[config.mk]
export PLATFORM = sky130hd
export DESIGN_NAME = shift_rot_unit
export DESIGN_NICKNAME = d
export VERILOG_FILES = /design/src/rtl/sru_pkg.sv /design/src/rtl/sru_step.sv /design/src/rtl/sru_lane.sv /design/src/rtl/shift_rot_unit.sv
export SDC_FILE = /design/constraint.sdc
export NUM_CORES = 1
export LEC_CHECK = 0
export CAP_MARGIN = 15
export CORE_MARGIN = 2
export CORE_UTILIZATION = 48
export DETAILED_ROUTE_END_ITERATION = 7
export PLACE_DENSITY = 0.81
export RECOVER_POWER = 50
export SETUP_SLACK_MARGIN = 0.2
export SLEW_MARGIN = 0
export SYNTH_ARGS = -nofsm -noshare
export SYNTH_HDL_FRONTEND = slang
export SYNTH_SLANG_ARGS = --single-unit
export TNS_END_PERCENT = 100
[constraint.sdc]
create_clock -name clk_i -period 1.47 [get_ports clk_i]
set_clock_uncertainty 0.2 [all_clocks]
set_input_delay 0.294 -clock clk_i [delete_from_list [all_inputs] [get_ports clk_i]]
set_output_delay 0.294 -clock clk_i [all_outputs]
set_load 0.01 [all_outputs]
[src/rtl/sru_pkg.sv]
package sru_pkg;
  typedef enum logic [1:0] {
    OP_SHL   = 2'd0,
    OP_SHR   = 2'd1,
    OP_ROTR  = 2'd2,
    OP_ROTXR = 2'd3
  } sru_op_e;

  typedef enum logic [1:0] {
    WD_BYTE = 2'd0,
    WD_WORD = 2'd1,
    WD_LONG = 2'd2,
    WD_ALT  = 2'd3
  } sru_width_e;

  typedef struct packed {
    logic n;
    logic z;
    logic v;
    logic c;
  } sru_flags_t;

  localparam int NUM_LANES = 3;
endpackage

[src/rtl/sru_step.sv]
module sru_step #(
  parameter int W = 8
) (
  input  sru_pkg::sru_op_e op_i,
  input  logic [W-1:0]     data_i,
  input  logic             cin_i,
  output logic [W-1:0]     data_o,
  output logic             cout_o
);
  import sru_pkg::*;

  always_comb begin
    unique case (op_i)
      OP_SHL: begin
        data_o = {data_i[W-2:0], 1'b0};
        cout_o = data_i[W-1];
      end
      OP_SHR: begin
        data_o = {1'b0, data_i[W-1:1]};
        cout_o = data_i[0];
      end
      OP_ROTR: begin
        data_o = {data_i[0], data_i[W-1:1]};
        cout_o = data_i[0];
      end
      default: begin
        data_o = {cin_i, data_i[W-1:1]};
        cout_o = data_i[0];
      end
    endcase
  end
endmodule

[src/rtl/sru_lane.sv]
module sru_lane #(
  parameter int W = 8
) (
  input  sru_pkg::sru_op_e   op_i,
  input  logic               two_i,
  input  logic               cin_i,
  input  logic [W-1:0]       data_i,
  output logic [W-1:0]       res_o,
  output sru_pkg::sru_flags_t flags_o
);
  import sru_pkg::*;

  logic [W-1:0] s1_data, s2_data;
  logic         s1_c, s2_c;
  logic         take_second;

  sru_step #(.W(W)) u_step1 (
    .op_i(op_i), .data_i(data_i), .cin_i(cin_i),
    .data_o(s1_data), .cout_o(s1_c)
  );

  // second step chains the first step's carry
  sru_step #(.W(W)) u_step2 (
    .op_i(op_i), .data_i(s1_data), .cin_i(s1_c),
    .data_o(s2_data), .cout_o(s2_c)
  );

  // rotates are single-step only
  assign take_second = two_i && (op_i == OP_SHL || op_i == OP_SHR);

  always_comb begin
    res_o     = take_second ? s2_data : s1_data;
    flags_o.c = take_second ? s2_c : s1_c;
    flags_o.n = res_o[W-1];
    flags_o.z = (res_o == '0);
    flags_o.v = 1'b0;
  end
endmodule

[src/rtl/shift_rot_unit.sv]
module shift_rot_unit #(
  parameter int DATA_W = 32
) (
  input  logic              clk_i,
  input  logic              rst_ni,
  input  logic              valid_i,
  input  logic [DATA_W-1:0] operand_i,
  input  logic [1:0]        width_i,
  input  logic [1:0]        op_i,
  input  logic              amount_i,
  input  logic              carry_i,
  output logic              valid_o,
  output logic [DATA_W-1:0] result_o,
  output logic              flag_n_o,
  output logic              flag_z_o,
  output logic              flag_v_o,
  output logic              flag_c_o
);
  import sru_pkg::*;

  sru_op_e            op;
  logic [DATA_W-1:0]  lane_res [NUM_LANES];
  sru_flags_t         lane_flg [NUM_LANES];
  logic [1:0]         sel;
  logic [DATA_W-1:0]  res_q;
  sru_flags_t         flg_q;
  logic               valid_q;

  assign op = sru_op_e'(op_i);

  // lane g handles DATA_W >> (2-g) bits: quarter, half, full
  for (genvar g = 0; g < NUM_LANES; g++) begin : g_lane
    localparam int LW = DATA_W >> (NUM_LANES - 1 - g);
    logic [LW-1:0] r;
    sru_lane #(.W(LW)) u_lane (
      .op_i(op), .two_i(amount_i), .cin_i(carry_i),
      .data_i(operand_i[LW-1:0]),
      .res_o(r), .flags_o(lane_flg[g])
    );
    assign lane_res[g] = DATA_W'(r);
  end

  always_comb begin
    unique case (sru_width_e'(width_i))
      WD_BYTE: sel = 2'd0;
      WD_WORD: sel = 2'd1;
      default: sel = 2'd2;
    endcase
  end

  always_ff @(posedge clk_i or negedge rst_ni) begin
    if (!rst_ni) begin
      valid_q <= 1'b0;
      res_q   <= '0;
      flg_q   <= '0;
    end else begin
      valid_q <= valid_i;
      if (valid_i) begin
        res_q <= lane_res[sel];
        flg_q <= lane_flg[sel];
      end
    end
  end

  assign valid_o  = valid_q;
  assign result_o = res_q;
  assign flag_n_o = flg_q.n;
  assign flag_z_o = flg_q.z;
  assign flag_v_o = flg_q.v;
  assign flag_c_o = flg_q.c;
endmodule

==> results.md, run 1 <==
- Row cnt: 27
- Clock buffer depth: 2
- Post-synthesis mux area share: 0.226
- Die width: 78.2 um
- Routability congestion estimate: 0.985
- Status: aborted with a tool error
- Adder-cell share of the synthesized area: 0
- Largest cells by area after synthesis: dfrtp_1 34%, mux4_2 17%, a22o_1 6.3%, nor2_1 4.3%, mux2i_1 3.8%
- CTS Sinks: 36
- Dominant synthesized flop cell: dfrtp_1
- Root Driver: clkbuf_8
- Post-synth ARST share: 1.00
- CTS H-tree lvls: 2
- Number of register bits inferred by synthesis: 36
- I/O Buffers: 76
- Post-DP HPWL: 7550 um
- YS warnings: 0
- Mapped Avg Cell Area: 10.0 um2
- WEP type: register data pin
- Post-synth EDFFs: 0
- Synth top area share: 0.341
- Simple-Gate Fraction of Synth Area: 0.152
- Sequential-to-total area share from yosys stat: 0.341
- Ports: 78
- Compound-cell area share of the yosys netlist: 0.230
- Starting Density: 0.488
- Main combinational cell family by area after synthesis: compound AO/OA/AOI/OAI gates
- Largest net degree at the start of global routing: 37
- DP Cell Count: 496
- Post-Syn Area: 0.00264 mm2
- Synth Area in XOR/XNOR: 0
- Chip Height: 78.2 um
- Net Count, Synth: 305
- Synth Instances: 264
- Worst_ep grt: flag_c_o$_DFFE_PN0P_/D
- Failed at: global routing
- CTS Buf Count: 5
- Err: [ERROR DPL-0038] Utilization greater than 100%, impossible to legalize
- Synth unique cells: 50
- Cell taking the most area after synthesis: dfrtp_1
-- per-stage QoR --
step | TNS [ns] | worst slack (ns) | area [um2]
2_1_floorplan | -9.39 | -0.539 | 2770
3_3_place_gp | -29.77 | -1.27 | 4240
3_5_place_dp | -31.79 | -1.33 | 4240
4_1_cts | -4.83 | -0.483 | 4920
-- cell usage after synthesis (5+ instances only) --
library cell and number:
dfrtp_1 36, a22o_1 19, a31oi_1 5, nor2_1 30, nor3_1 11, a211oi_1 5, inv_1 5, clkbuf_1 12
nand2_1 15, a21oi_1 19, mux4_2 20, nor2b_1 7, o21ai_0 7, mux2i_1 10
-- cells by family after synthesis --
| logic type | count (synthesis) |
|---|---|
| buffers and inverters | 27 |
| other | 1 |
| DFF | 36 |
| AOI/OAI and AO/OA | 84 |
| and+or+nand+nor | 82 |
| muxes | 34 |
-- what timing repair did --
item	CTS
cloned	2
setup buffers	46
pin swaps	35
setup endpoints to repair	71
hold buffers	0
gates resized for setup	295
==> run 2: changes to the inputs <==
CORE_UTILIZATION = 40   (was 48)
PLACE_DENSITY = not set   (was 0.81)
PLACE_DENSITY_LB_ADDON = 0.15   (was not set)
SETUP_SLACK_MARGIN = not set   (was 0.2)
==> run 2 against run 1 <==
  * The flow now finishes, with violations (setup timing)
  * Synthesized cell count unchanged
  * Area after synthesis stayed put
==> results.md, run 2 <==
- Row cnt: 29
- CTS Sinks: 36
- Comb pwr share: 0.444
- Tcrit/Tclk final: 1.39
- Later-pin clock latency in the skew report: 0.29 ns
- Hold EP: result_o[31]$_DFFE_PN0P_
- Reg-to-reg slack, setup: 0.08 ns
- Ports: 78
- Hold Violations, Final: 0
- Failing checks: setup timing
- F_max: 0.488 GHz
- Dominant synthesized flop cell: dfrtp_1
- GRT Util Overall: 0.308
- Largest cells by area after synthesis: dfrtp_1 34%, mux4_2 17%, a22o_1 6.3%, nor2_1 4.3%, mux2i_1 3.8%
- Number of remaining DRC errors: 0
- Root Driver: clkbuf_8
- Clock buffer depth: 2
- Reg area: 901 um2
- Final-stage net count: 521
- Most frequent cells in the layout: 115 x buf_4, 41 x dlygate4sd2_1, 36 x dfrtp_1, 31 x buf_6, 22 x nor2_1
- Worst reg2reg startpoint: flag_z_o$_DFFE_PN0P_
- Flop pwr share: 0.333
- Drt pass-1 iters: 5
- Mapped Avg Cell Area: 10.0 um2
- Min-Delay Path Class: input pin to flip-flop
- Reg2Reg Depth: 3
- Total power: 3470 uW
- Max reg flops: 32
- Sequential-to-total area share from yosys stat: 0.341
- Violation count after the first detailed-route iteration: 360
- Most instantiated library cell after synthesis: dfrtp_1
- CTS tree: yes
- Commonest non-fill, non-tap cell in the layout: buf_4
- Grt ovf: 0
- Critical path arrival: 2.05 ns
- P_sw: 1110 uW
- Die Area: 0.00727 mm2
- MaxCap Viol Count: 0
- Power per cell area: 666 mW/mm2
- Filler Cell Count: 372
- I/O Buffers: 76
- Setup crit start kind: input pin
- Worst Tran Pin Value: 0.792 ns
- Post-synth ARST share: 1.00
- Synth top area share: 0.341
- RSZ-0062 raised after global routing: yes
- Multi-input logic area: 0.00201 mm2
- CORE AREA: 0.00635 mm2
- Leakage power: 0.00237 uW
- Post-DP HPWL: 7490 um
- First-pass GRT wire length: 17500 um
- Minimum clock period: 2.05 ns
- P&R area growth vs syn: 97.1%
- HP Start: width_i[1]
- Clock-pin slew on the worst setup and hold paths: 0.07 ns
- Worst IR Drop VDD: 0.563 mV
- Cell taking the most area after synthesis: dfrtp_1
- WL/cell: 21.9 um
- Routability congestion estimate: 0.926
- Critical Path Fanout Max: 5
- Max Slew Vio Count: 0
- Worst relative slew slack: 0.472
- Synth Instances: 264
- # setup viols final: 31
- Largest net degree at the start of global routing: 37
- Antenna cell count: 0
- Starting Density: 0.416
- Die width: 85.2 um
- DR vias: 3506
- Worst setup margin: -0.580 ns
- Final antenna-violating net count: 0
- DP Cell Count: 509
- Hold buffers post-CTS: 0
- Post-Layout Cell Count: 557
- Hold path cells: 3
- Share of layout cells above drive strength 1: 0.533
- Via density: 6.29
- Crit end category: flip-flop
- Chip Height: 85.2 um
- Status: finished with violations
- Vias in the first global route: 3368
- Int Pwr: 2350 uW
- Number of register bits inferred by synthesis: 36
- Net Count, Synth: 305
- Top cells by count, synth: 36 x dfrtp_1, 30 x nor2_1, 20 x mux4_2, 19 x a21oi_1, 19 x a22o_1
- Post-Syn Area: 0.00264 mm2
- Sw Ratio: 0.321
- FF-to-FF End: flag_z_o$_DFFE_PN0P_
- Initial antenna violation count: 0
- CTS H-tree lvls: 2
- Kind of critical path: input pin to flip-flop
- Post-route cell area: 0.00520 mm2
- Drt total wl: 12200 um
- Clock share of power: 0.223
- Area post-placement: 0.00430 mm2
- YS warnings: 0
- Synth unique cells: 50
- CTS Buf Count: 5
- Worst path required time: 1.47 ns
- Post-synth EDFFs: 0
-- run 2: layout make-up --
cell class,instances,area share
timing repair buffer,231,0.399
sequential,36,0.173
inverter,5,0.00457
clock buffer,7,0.0185
tap,77,0.0185
multi-input combinational,201,0.387
-- run 2: how the worst max path moves through the flow --
| stage | startpoint | endpoint | slack [ns] |
|---|---|---|---|
| finish | op_i[1] | flag_z_o$_DFFE_PN0P_ | -0.58 |
| global route | op_i[1] | flag_z_o$_DFFE_PN0P_ | -0.60 |
| CTS | amount_i | flag_z_o$_DFFE_PN0P_ | -0.47 |
| detailed placement | amount_i | flag_z_o$_DFFE_PN0P_ | -1.20 |
| global placement | amount_i | flag_z_o$_DFFE_PN0P_ | -1.22 |
| floorplan | op_i[1] | flag_z_o$_DFFE_PN0P_ | -0.54 |
-- run 2: cells by family (layout without fill, tap and decap cells) --
kind of cell | Yosys count | after routing | share of synthesized area
compound gates | 84 | 84 | 0.230
buf+inv | 27 | 243 | 0.0502
flops | 36 | 36 | 0.341
mux | 34 | 34 | 0.226
other cells | 1 | 1 | 0.00142
simple gates | 82 | 82 | 0.152
-- run 2: critical path: stages --
cell and delay [ns]:
buf_8 0.10, buf_4 0.15, nand3b_1 0.33, nor2_2 0.25
o22ai_1 0.13, a2111oi_2 0.31, nand4_1 0.23, a211oi_2 0.24
-- run 2: power by group through the flow --
stage / Combinational, uW / Sequential [uW] / Clock, uW
6_report: 1540 / 1150 / 774
5_1_grt: 1610 / 1160 / 807
4_1_cts: 1360 / 1150 / 779
3_5_place_dp: 1250 / 1180 / 0
3_3_place_gp: 1240 / 1170 / 0
2_1_floorplan: 471 / 1220 / 0
-- run 2: what timing repair did --
action / 4_1_cts / 5_1_grt
hold endpoints to repair: 0 / 0
pin swaps: 38 / 20
setup endpoints to repair: 71 / 52
gates resized for setup: 187 / 55
cloned: 1 / 0
buffers inserted: 27 / 20
-- run 2: stage by stage --
step | hold WS [ns] | worst slack, ns | TNS, ns | util
after floorplan | -0.202 | -0.539 | -9.39 | -
after global placement | 0.270 | -1.22 | -30.21 | 0.677
after detailed placement | 0.277 | -1.20 | -31.37 | 0.677
after CTS | 0.181 | -0.467 | -4.58 | 0.775
after global routing | 0.226 | -0.601 | -7.81 | 0.820
final | 0.225 | -0.580 | -6.62 | 0.820
-- run 2: per-layer routing --
metal	up-vias	wire [um]	track usage
li1	1465	-	-
met1	1679	4630	0.420
met2	295	5720	0.487
met3	67	1230	0.0428
met4	0	607	0.146
met5	-	0	0
(Power assumes the default switching activity.)
